File: config.mk
export PLATFORM = sky130hd
export DESIGN_NAME = perf_ctr_pair
export DESIGN_NICKNAME = d
export VERILOG_FILES = /design/src/rtl/perf_ctr_pkg.sv /design/src/rtl/perf_ctr_core.sv /design/src/rtl/perf_ctr_decode.sv /design/src/rtl/perf_ctr_rdmux.sv /design/src/rtl/perf_ctr_pair.sv
export SDC_FILE = /design/constraint.sdc
export NUM_CORES = 1
export LEC_CHECK = 0
export ABC_CLOCK_PERIOD_IN_PS = 6500
export CAP_MARGIN = 20
export CELL_PAD_IN_SITES_DETAIL_PLACEMENT = 0
export CELL_PAD_IN_SITES_GLOBAL_PLACEMENT = 1
export CORE_AREA = 2 2 144 146
export CTS_CLUSTER_DIAMETER = 80
export CTS_CLUSTER_SIZE = 20
export DETAILED_ROUTE_END_ITERATION = 8
export DIE_AREA = 0 0 146 148
export DONT_BUFFER_PORTS = 1
export PLACE_DENSITY_LB_ADDON = 0.1
export SYNTH_ARGS = -nofsm -noshare
export SYNTH_HDL_FRONTEND = slang
export SYNTH_HIERARCHICAL = 1
export SYNTH_SLANG_ARGS = --single-unit
File: constraint.sdc
create_clock -name clk_i -period 6.5 [get_ports clk_i]
set_clock_uncertainty 0.2 [all_clocks]
set_input_delay 0.65 -clock clk_i [delete_from_list [all_inputs] [get_ports clk_i]]
set_output_delay 0.65 -clock clk_i [all_outputs]
set_load 0.02 [all_outputs]
File: src/rtl/perf_ctr_pkg.sv
`timescale 1ns/1ps
package perf_ctr_pkg;

    localparam int unsigned WORD_W = 32;
    localparam int unsigned FULL_W = 64;
    localparam int unsigned ADDR_W = 12;

    localparam logic [ADDR_W-1:0] ADDR_CYC_LO = 12'hB00;
    localparam logic [ADDR_W-1:0] ADDR_RET_LO = 12'hB02;
    localparam logic [ADDR_W-1:0] ADDR_CYC_HI = 12'hB80;
    localparam logic [ADDR_W-1:0] ADDR_RET_HI = 12'hB82;

    typedef enum logic [2:0] {
        SEL_NONE,
        SEL_CYC_LO,
        SEL_CYC_HI,
        SEL_RET_LO,
        SEL_RET_HI
    } csr_sel_e;

    typedef struct packed {
        csr_sel_e sel;
        logic     illegal;
    } csr_dec_t;

    typedef struct packed {
        logic lo;
        logic hi;
    } word_wr_t;

    function automatic csr_sel_e match_addr(input logic [ADDR_W-1:0] a);
        case (a)
            ADDR_CYC_LO: return SEL_CYC_LO;
            ADDR_CYC_HI: return SEL_CYC_HI;
            ADDR_RET_LO: return SEL_RET_LO;
            ADDR_RET_HI: return SEL_RET_HI;
            default:     return SEL_NONE;
        endcase
    endfunction

    function automatic logic is_high_word(input csr_sel_e s);
        return (s == SEL_CYC_HI) || (s == SEL_RET_HI);
    endfunction

    function automatic logic [FULL_W-1:0] width_mask(input int unsigned w);
        if (w >= FULL_W) return '1;
        return (64'd1 << w) - 64'd1;
    endfunction

endpackage

File: src/rtl/perf_ctr_core.sv
`timescale 1ns/1ps
module perf_ctr_core
    import perf_ctr_pkg::*;
#(
    parameter int unsigned CNT_W = 64
) (
    input  logic                clk_i,
    input  logic                rst_i,
    input  logic                inc_i,
    input  word_wr_t            wr_i,
    input  logic [WORD_W-1:0]   wdata_i,
    output logic [FULL_W-1:0]   val_o
);

    localparam logic [FULL_W-1:0] FULL    = width_mask(CNT_W);
    localparam logic [WORD_W-1:0] LO_MASK = FULL[WORD_W-1:0];
    localparam logic [WORD_W-1:0] HI_MASK = FULL[FULL_W-1:WORD_W];

    logic [CNT_W-1:0]  cnt_q;
    logic [FULL_W-1:0] cur;
    logic [FULL_W-1:0] nxt;

    assign cur   = FULL_W'(cnt_q);
    assign val_o = cur;

    // Writes win over counting; the full-width add carries low into high.
    always_comb begin
        nxt = cur;
        if (wr_i.lo) begin
            nxt = {cur[FULL_W-1:WORD_W], wdata_i};
        end else if (wr_i.hi) begin
            nxt = {wdata_i, cur[WORD_W-1:0]};
        end else if (inc_i) begin
            nxt = cur + 64'd1;
        end
    end

    always_ff @(posedge clk_i) begin
        if (rst_i) begin
            cnt_q <= '0;
        end else begin
            cnt_q <= nxt[CNT_W-1:0];
        end
    end

    a_r7_low_write: assert property (@(posedge clk_i) disable iff (rst_i)
        wr_i.lo |=> val_o[WORD_W-1:0] == ($past(wdata_i) & LO_MASK));

    a_r7_high_write: assert property (@(posedge clk_i) disable iff (rst_i)
        wr_i.hi |=> val_o[FULL_W-1:WORD_W] == ($past(wdata_i) & HI_MASK));

    a_r8_wrap_zero: assert property (@(posedge clk_i) disable iff (rst_i)
        (inc_i && !wr_i.lo && !wr_i.hi && val_o == FULL) |=> val_o == '0);

    a_r5_step_one: assert property (@(posedge clk_i) disable iff (rst_i)
        (inc_i && !wr_i.lo && !wr_i.hi && val_o != FULL) |=> val_o == $past(val_o) + 64'd1);

    a_r6_hold_idle: assert property (@(posedge clk_i) disable iff (rst_i)
        (!inc_i && !wr_i.lo && !wr_i.hi) |=> $stable(val_o));

endmodule

File: src/rtl/perf_ctr_decode.sv
`timescale 1ns/1ps
module perf_ctr_decode
    import perf_ctr_pkg::*;
#(
    parameter int unsigned CNT_W = 64
) (
    input  logic              clk_i,
    input  logic              rst_i,
    input  logic              req_i,
    input  logic              wr_i,
    input  logic [ADDR_W-1:0] addr_i,
    output csr_dec_t          dec_o,
    output word_wr_t          cyc_wr_o,
    output word_wr_t          ret_wr_o
);

    localparam logic HAS_LO = (CNT_W > 0);
    localparam logic HAS_HI = (CNT_W > WORD_W);

    csr_sel_e hit_sel;
    logic     present;
    logic     wr_ok;

    always_comb begin
        hit_sel = match_addr(addr_i);
        present = is_high_word(hit_sel) ? HAS_HI : HAS_LO;

        dec_o.sel     = SEL_NONE;
        dec_o.illegal = 1'b0;
        if (req_i && hit_sel != SEL_NONE) begin
            if (present) dec_o.sel     = hit_sel;
            else         dec_o.illegal = 1'b1;
        end

        wr_ok       = req_i && wr_i;
        cyc_wr_o.lo = wr_ok && dec_o.sel == SEL_CYC_LO;
        cyc_wr_o.hi = wr_ok && dec_o.sel == SEL_CYC_HI;
        ret_wr_o.lo = wr_ok && dec_o.sel == SEL_RET_LO;
        ret_wr_o.hi = wr_ok && dec_o.sel == SEL_RET_HI;
    end

    a_r1_one_write: assert property (@(posedge clk_i) disable iff (rst_i)
        $onehot0({cyc_wr_o.lo, cyc_wr_o.hi, ret_wr_o.lo, ret_wr_o.hi}));

    a_r3_high_absent: assert property (@(posedge clk_i) disable iff (rst_i)
        (req_i && !HAS_HI && (addr_i == ADDR_CYC_HI || addr_i == ADDR_RET_HI)) |-> dec_o.illegal);

    a_r4_all_absent: assert property (@(posedge clk_i) disable iff (rst_i)
        (req_i && !HAS_LO && match_addr(addr_i) != SEL_NONE) |-> dec_o.illegal);

    a_r3_no_write_when_illegal: assert property (@(posedge clk_i) disable iff (rst_i)
        dec_o.illegal |-> !(cyc_wr_o.lo || cyc_wr_o.hi || ret_wr_o.lo || ret_wr_o.hi));

endmodule

File: src/rtl/perf_ctr_rdmux.sv
`timescale 1ns/1ps
module perf_ctr_rdmux
    import perf_ctr_pkg::*;
(
    input  csr_sel_e            sel_i,
    input  logic [FULL_W-1:0]   cyc_val_i,
    input  logic [FULL_W-1:0]   ret_val_i,
    output logic [WORD_W-1:0]   rdata_o
);

    always_comb begin
        unique case (sel_i)
            SEL_CYC_LO: rdata_o = cyc_val_i[WORD_W-1:0];
            SEL_CYC_HI: rdata_o = cyc_val_i[FULL_W-1:WORD_W];
            SEL_RET_LO: rdata_o = ret_val_i[WORD_W-1:0];
            SEL_RET_HI: rdata_o = ret_val_i[FULL_W-1:WORD_W];
            default:    rdata_o = '0;
        endcase
    end

endmodule

File: src/rtl/perf_ctr_pair.sv
`timescale 1ns/1ps
module perf_ctr_pair
    import perf_ctr_pkg::*;
#(
    parameter int unsigned CNT_W = 64
) (
    input  logic        clk_i,
    input  logic        rst_i,
    input  logic        retire_i,
    input  logic        csr_req_i,
    input  logic        csr_wr_i,
    input  logic [11:0] csr_addr_i,
    input  logic [31:0] csr_wdata_i,
    output logic [31:0] csr_rdata_o,
    output logic        csr_illegal_o,
    output logic        cnt_reduced_o,
    output logic        cnt_absent_o
);

    localparam logic [FULL_W-1:0] FULL    = width_mask(CNT_W);
    localparam logic [WORD_W-1:0] HI_MASK = FULL[FULL_W-1:WORD_W];

    csr_dec_t          dec;
    word_wr_t          cyc_wr;
    word_wr_t          ret_wr;
    logic [FULL_W-1:0] cyc_val;
    logic [FULL_W-1:0] ret_val;

    perf_ctr_decode #(.CNT_W(CNT_W)) u_decode (
        .clk_i    (clk_i),
        .rst_i    (rst_i),
        .req_i    (csr_req_i),
        .wr_i     (csr_wr_i),
        .addr_i   (csr_addr_i),
        .dec_o    (dec),
        .cyc_wr_o (cyc_wr),
        .ret_wr_o (ret_wr)
    );

    if (CNT_W > 0) begin : g_cnt
        perf_ctr_core #(.CNT_W(CNT_W)) u_cyc (
            .clk_i   (clk_i),
            .rst_i   (rst_i),
            .inc_i   (1'b1),
            .wr_i    (cyc_wr),
            .wdata_i (csr_wdata_i),
            .val_o   (cyc_val)
        );
        perf_ctr_core #(.CNT_W(CNT_W)) u_ret (
            .clk_i   (clk_i),
            .rst_i   (rst_i),
            .inc_i   (retire_i),
            .wr_i    (ret_wr),
            .wdata_i (csr_wdata_i),
            .val_o   (ret_val)
        );
    end else begin : g_none
        assign cyc_val = '0;
        assign ret_val = '0;
    end

    perf_ctr_rdmux u_rdmux (
        .sel_i     (dec.sel),
        .cyc_val_i (cyc_val),
        .ret_val_i (ret_val),
        .rdata_o   (csr_rdata_o)
    );

    assign csr_illegal_o = dec.illegal;
    assign cnt_reduced_o = (CNT_W > 0) && (CNT_W < FULL_W);
    assign cnt_absent_o  = (CNT_W == 0);

    a_r1_illegal_no_data: assert property (@(posedge clk_i) disable iff (rst_i)
        csr_illegal_o |-> csr_rdata_o == '0);

    a_r1_idle_quiet: assert property (@(posedge clk_i) disable iff (rst_i)
        !csr_req_i |-> (!csr_illegal_o && csr_rdata_o == '0));

    a_r2_high_bits_zero: assert property (@(posedge clk_i) disable iff (rst_i)
        (csr_req_i && !csr_illegal_o && (csr_addr_i == ADDR_CYC_HI || csr_addr_i == ADDR_RET_HI))
            |-> (csr_rdata_o & ~HI_MASK) == '0);

    a_r9_reset_clear: assert property (@(posedge clk_i)
        $fell(rst_i) |-> (cyc_val == '0 && ret_val == '0));

endmodule

==> impl_metrics.py <==
metrics = {
    "route": {
        "wl_per_cell_um": 27.2,
        "antenna_left": 0,
        "first_pass_iters": 6,
        "drt_iter0_drc": 1728,
        "viasPerCell": 7.07,
        "vias": 10866,
        "wirelength_mm": 41.8,
        "drcViolationCount": 0,
    },
    "timing": {
        "finalCritPeriodShare": 0.696,
        "finalSetupViolations": 0,
        "layout_setup_ws_ns": 1.97,
        "slew_viol_final": 0,
        "finalHoldViolCount": 0,
        "finalCriticalPeriod_ns": 4.53,
        "worst_pin_slew_ns": 1.13,
        "max_clock_freq_mhz": 221,
        "tns_ns": 0,
        "slew_headroom": 0.249,
        "rsz0062_at_grt": "no",
    },
    "placed_design": {
        "dpl_cell_area_um2": 10200,
        "dp_hpwl_mm": 29.9,
        "place_congestion": 1.01,
        "numPortBuffers": 0,
        "dp_slack_ns": 2.03,
    },
    "logic_synthesis": {
        "synthMuxAreaShare": 0.0597,
        "synth_xor_area_frac": 0.0430,
        "ys_seq_elements": 128,
        "synth_compound_area_frac": 0.242,
        "synth_flop_cell": "dfxtp_1",
        "synthesis.area_um2": 10200,
        "synth_top_family_by_area": "simple AND/OR/NAND/NOR gates",
        "synth.distinct_cells": 73,
        "yosys-top-cells-count": "nand2_1 (137), dfxtp_1 (128), nor2_1 (90)",
        "synth_most_common_cell": "nand2_1",
        "synth_edf_count": 0,
        "yosys.area.top_type": "dfxtp_1",
        "synth_warnings": 6,
        "ys_top_cells_by_area": "dfxtp_1 (25%), mux2i_1 (5.3%), nand2_1 (5.0%)",
        "synthAdderAreaFrac": 0.00246,
        "synth_top_area_share": 0.251,
        "ys_seq_area_frac": 0.251,
        "synthCells": 1313,
        "yosys.area_share.simple": 0.339,
        "synthArstFlopShare": 0,
        "postSynthAreaPerCell_um2": 7.76,
    },
    "setup_path": {
        "start_kind": "input port",
        "critical_path_class": "in2out",
        "cp.required_ns": 5.65,
        "crit_start": "csr_addr_i[4]",
        "rr_startpoint": "g_cnt.u_ret/val_o[39]",
        "cp-end-kind": "output pin",
        "worstReg2RegEnd": "g_cnt.u_ret/val_o[58]",
        "r2r_slack_ns": 3.17,
        "crit_end": "csr_rdata_o[27]",
        "arrival_ns": 3.68,
        "path_max_fanout": 65,
        "reg2regPathDepth": 5,
    },
    "layout": {
        "fill_cells": 2033,
        "area_delta_synth_final_pct": 6.69,
        "drive_gt1_frac": 0.103,
        "antenna_cells": 0,
        "stdcell_area_um2": 10900,
        "nNetsFinal": 1304,
    },
    "cts": {
        "numClockSinks": 128,
        "numCtsBuffers": 17,
        "post-cts-setup-buffers": 0,
        "cts_max_level": 4,
        "cts_tree": "done",
        "cts-hold-fix-buffers": 0,
        "clk_latency_ns": 0.43,
        "cts-root-buf": "clkbuf_16",
        "clk_pin_slew_ns": 0.06,
        "cts-resized-gates": 0,
        "clock_path_buffers": 2,
    },
    "floorplanning": {
        "core_area_um2": 20000,
        "std_cell_rows": 52,
        "die-area_um2": 21600,
        "die-height_um": 148,
        "ios": 84,
        "fp.dieW_um": 146,
        "start_util": 0.509,
    },
    "global_routing": {
        "grt_pass1_vias": 9698,
        "grt_max_degree": 121,
        "grt_pass1_wl_mm": 61.9,
        "antenna_found_initial": 1,
        "grt_usage": 0.377,
        "grt_overflow": 0,
    },
    "min_path": {
        "hold_class": "in2reg",
        "min_path_cells": 1,
    },
    "power": {
        "power.leakage_nw": 3.03,
        "vdd_ir_drop_max_v": 0.000144,
        "powerDensity_nw_per_um2": 179,
        "power_mw": 1.94,
    },
    "flow_run": {
        "drv_cap": 0,
    },
    "outcome": {
        "run_status": "complete, no violations",
    },
}
==> power by group <==
group	leakage, nW	total [mW]	switching [mW]	internal, mW
sequential	1.03	0.815	0.0207	0.794
combinational	1.69	0.0803	0.0508	0.0296
clock	0.300	1.05	0.385	0.661
total	3.03	1.94	0.457	1.49
==> cells by family (layout without fill, tap and decap cells) <==
family | after synthesis | after routing
AOI/OAI and AO/OA | 323 | 323
xor gates and xnor gates | 50 | 50
adders and majority gates | 2 | 2
buffers and inverters | 134 | 86
DFF | 128 | 128
muxes | 60 | 60
other | 3 | 4
and+or+nand+nor | 613 | 613
==> stage by stage <==
step / hold slack, ns / std cells / utilization
after detailed placement: 0.348 / 1503 / 0.511
after floorplan: 0.314 / 1314 / -
after CTS: 0.0860 / 1535 / 0.542
final: 0.115 / 1536 / 0.543
after global routing: 0.0939 / 1536 / 0.543
after global placement: 0.351 / 1503 / 0.511
==> flip-flops by register name, summed over array words and instances (netlist names) <==
| register | flops |
|---|---|
| g_cnt.u_cyc/val_o | 64 |
| g_cnt.u_ret/val_o | 64 |
==> worst max-delay path, cell delays in order <==
cell	delay (ns)
nor4_1	0.25
nand2_1	0.29
a2111oi_4	0.34
buf_4	0.71
or2_2	0.91
o221ai_1	0.48
==> area by class of cell <==
cell class	instances	area, um^2	area share
Clock inverter	10	159	0.0146
Sequential cell	128	2560	0.236
Tap cell	270	338	0.0311
Timing Repair Buffer	21	155	0.0143
Clock buffer	22	464	0.0427
Multi-Input combinational cell	1052	7070	0.650
Inverter	33	124	0.0114
==> worst min path at each step <==
stage                          startpoint               endpoint  slack, ns
finish                              rst_i   g_cnt.u_ret/val_o[0]       0.12
global route                        rst_i   g_cnt.u_ret/val_o[0]       0.09
CTS                                 rst_i  g_cnt.u_ret/val_o[33]       0.09
detailed placement  g_cnt.u_cyc/val_o[23]  g_cnt.u_cyc/val_o[23]       0.35
global placement    g_cnt.u_cyc/val_o[23]  g_cnt.u_cyc/val_o[23]       0.35
floorplan           g_cnt.u_cyc/val_o[23]  g_cnt.u_cyc/val_o[23]       0.31
==> cell usage in the layout (no fill, tap or decap), types with 10 or more instances in the layout <==
| cell type | netlist | final |
|---|---|---|
| nand2_1 | 137 | 137 |
| and3_1 | 24 | 24 |
| nand3_1 | 76 | 76 |
| nor2_1 | 90 | 89 |
| inv_1 | 29 | 29 |
| nand4_1 | 52 | 52 |
| nor4_1 | 38 | 32 |
| nor3_1 | 46 | 46 |
| a21oi_1 | 62 | 62 |
| a211oi_1 | 30 | 30 |
| or4_1 | 27 | 27 |
| clkbuf_16 | 0 | 17 |
| dfxtp_1 | 128 | 128 |
| a22oi_1 | 20 | 20 |
| mux2i_1 | 54 | 54 |
| buf_4 | 8 | 20 |
| and4_1 | 16 | 16 |
| o221ai_2 | 30 | 30 |
| o21ai_0 | 38 | 38 |
| or3_1 | 20 | 20 |
| and2_1 | 12 | 12 |
| a31oi_1 | 30 | 30 |
| o31ai_1 | 10 | 10 |
| xnor2_1 | 42 | 42 |
| nand4bb_1 | 34 | 34 |
==> routing by layer <==
layer / track usage / part of all wire
met4: 0.131 / 0.035
met1: 0.538 / 0.43
met2: 0.545 / 0.42
met5: 0 / 0
met3: 0.107 / 0.12
Note: power is estimated with default switching activity, not from simulation.
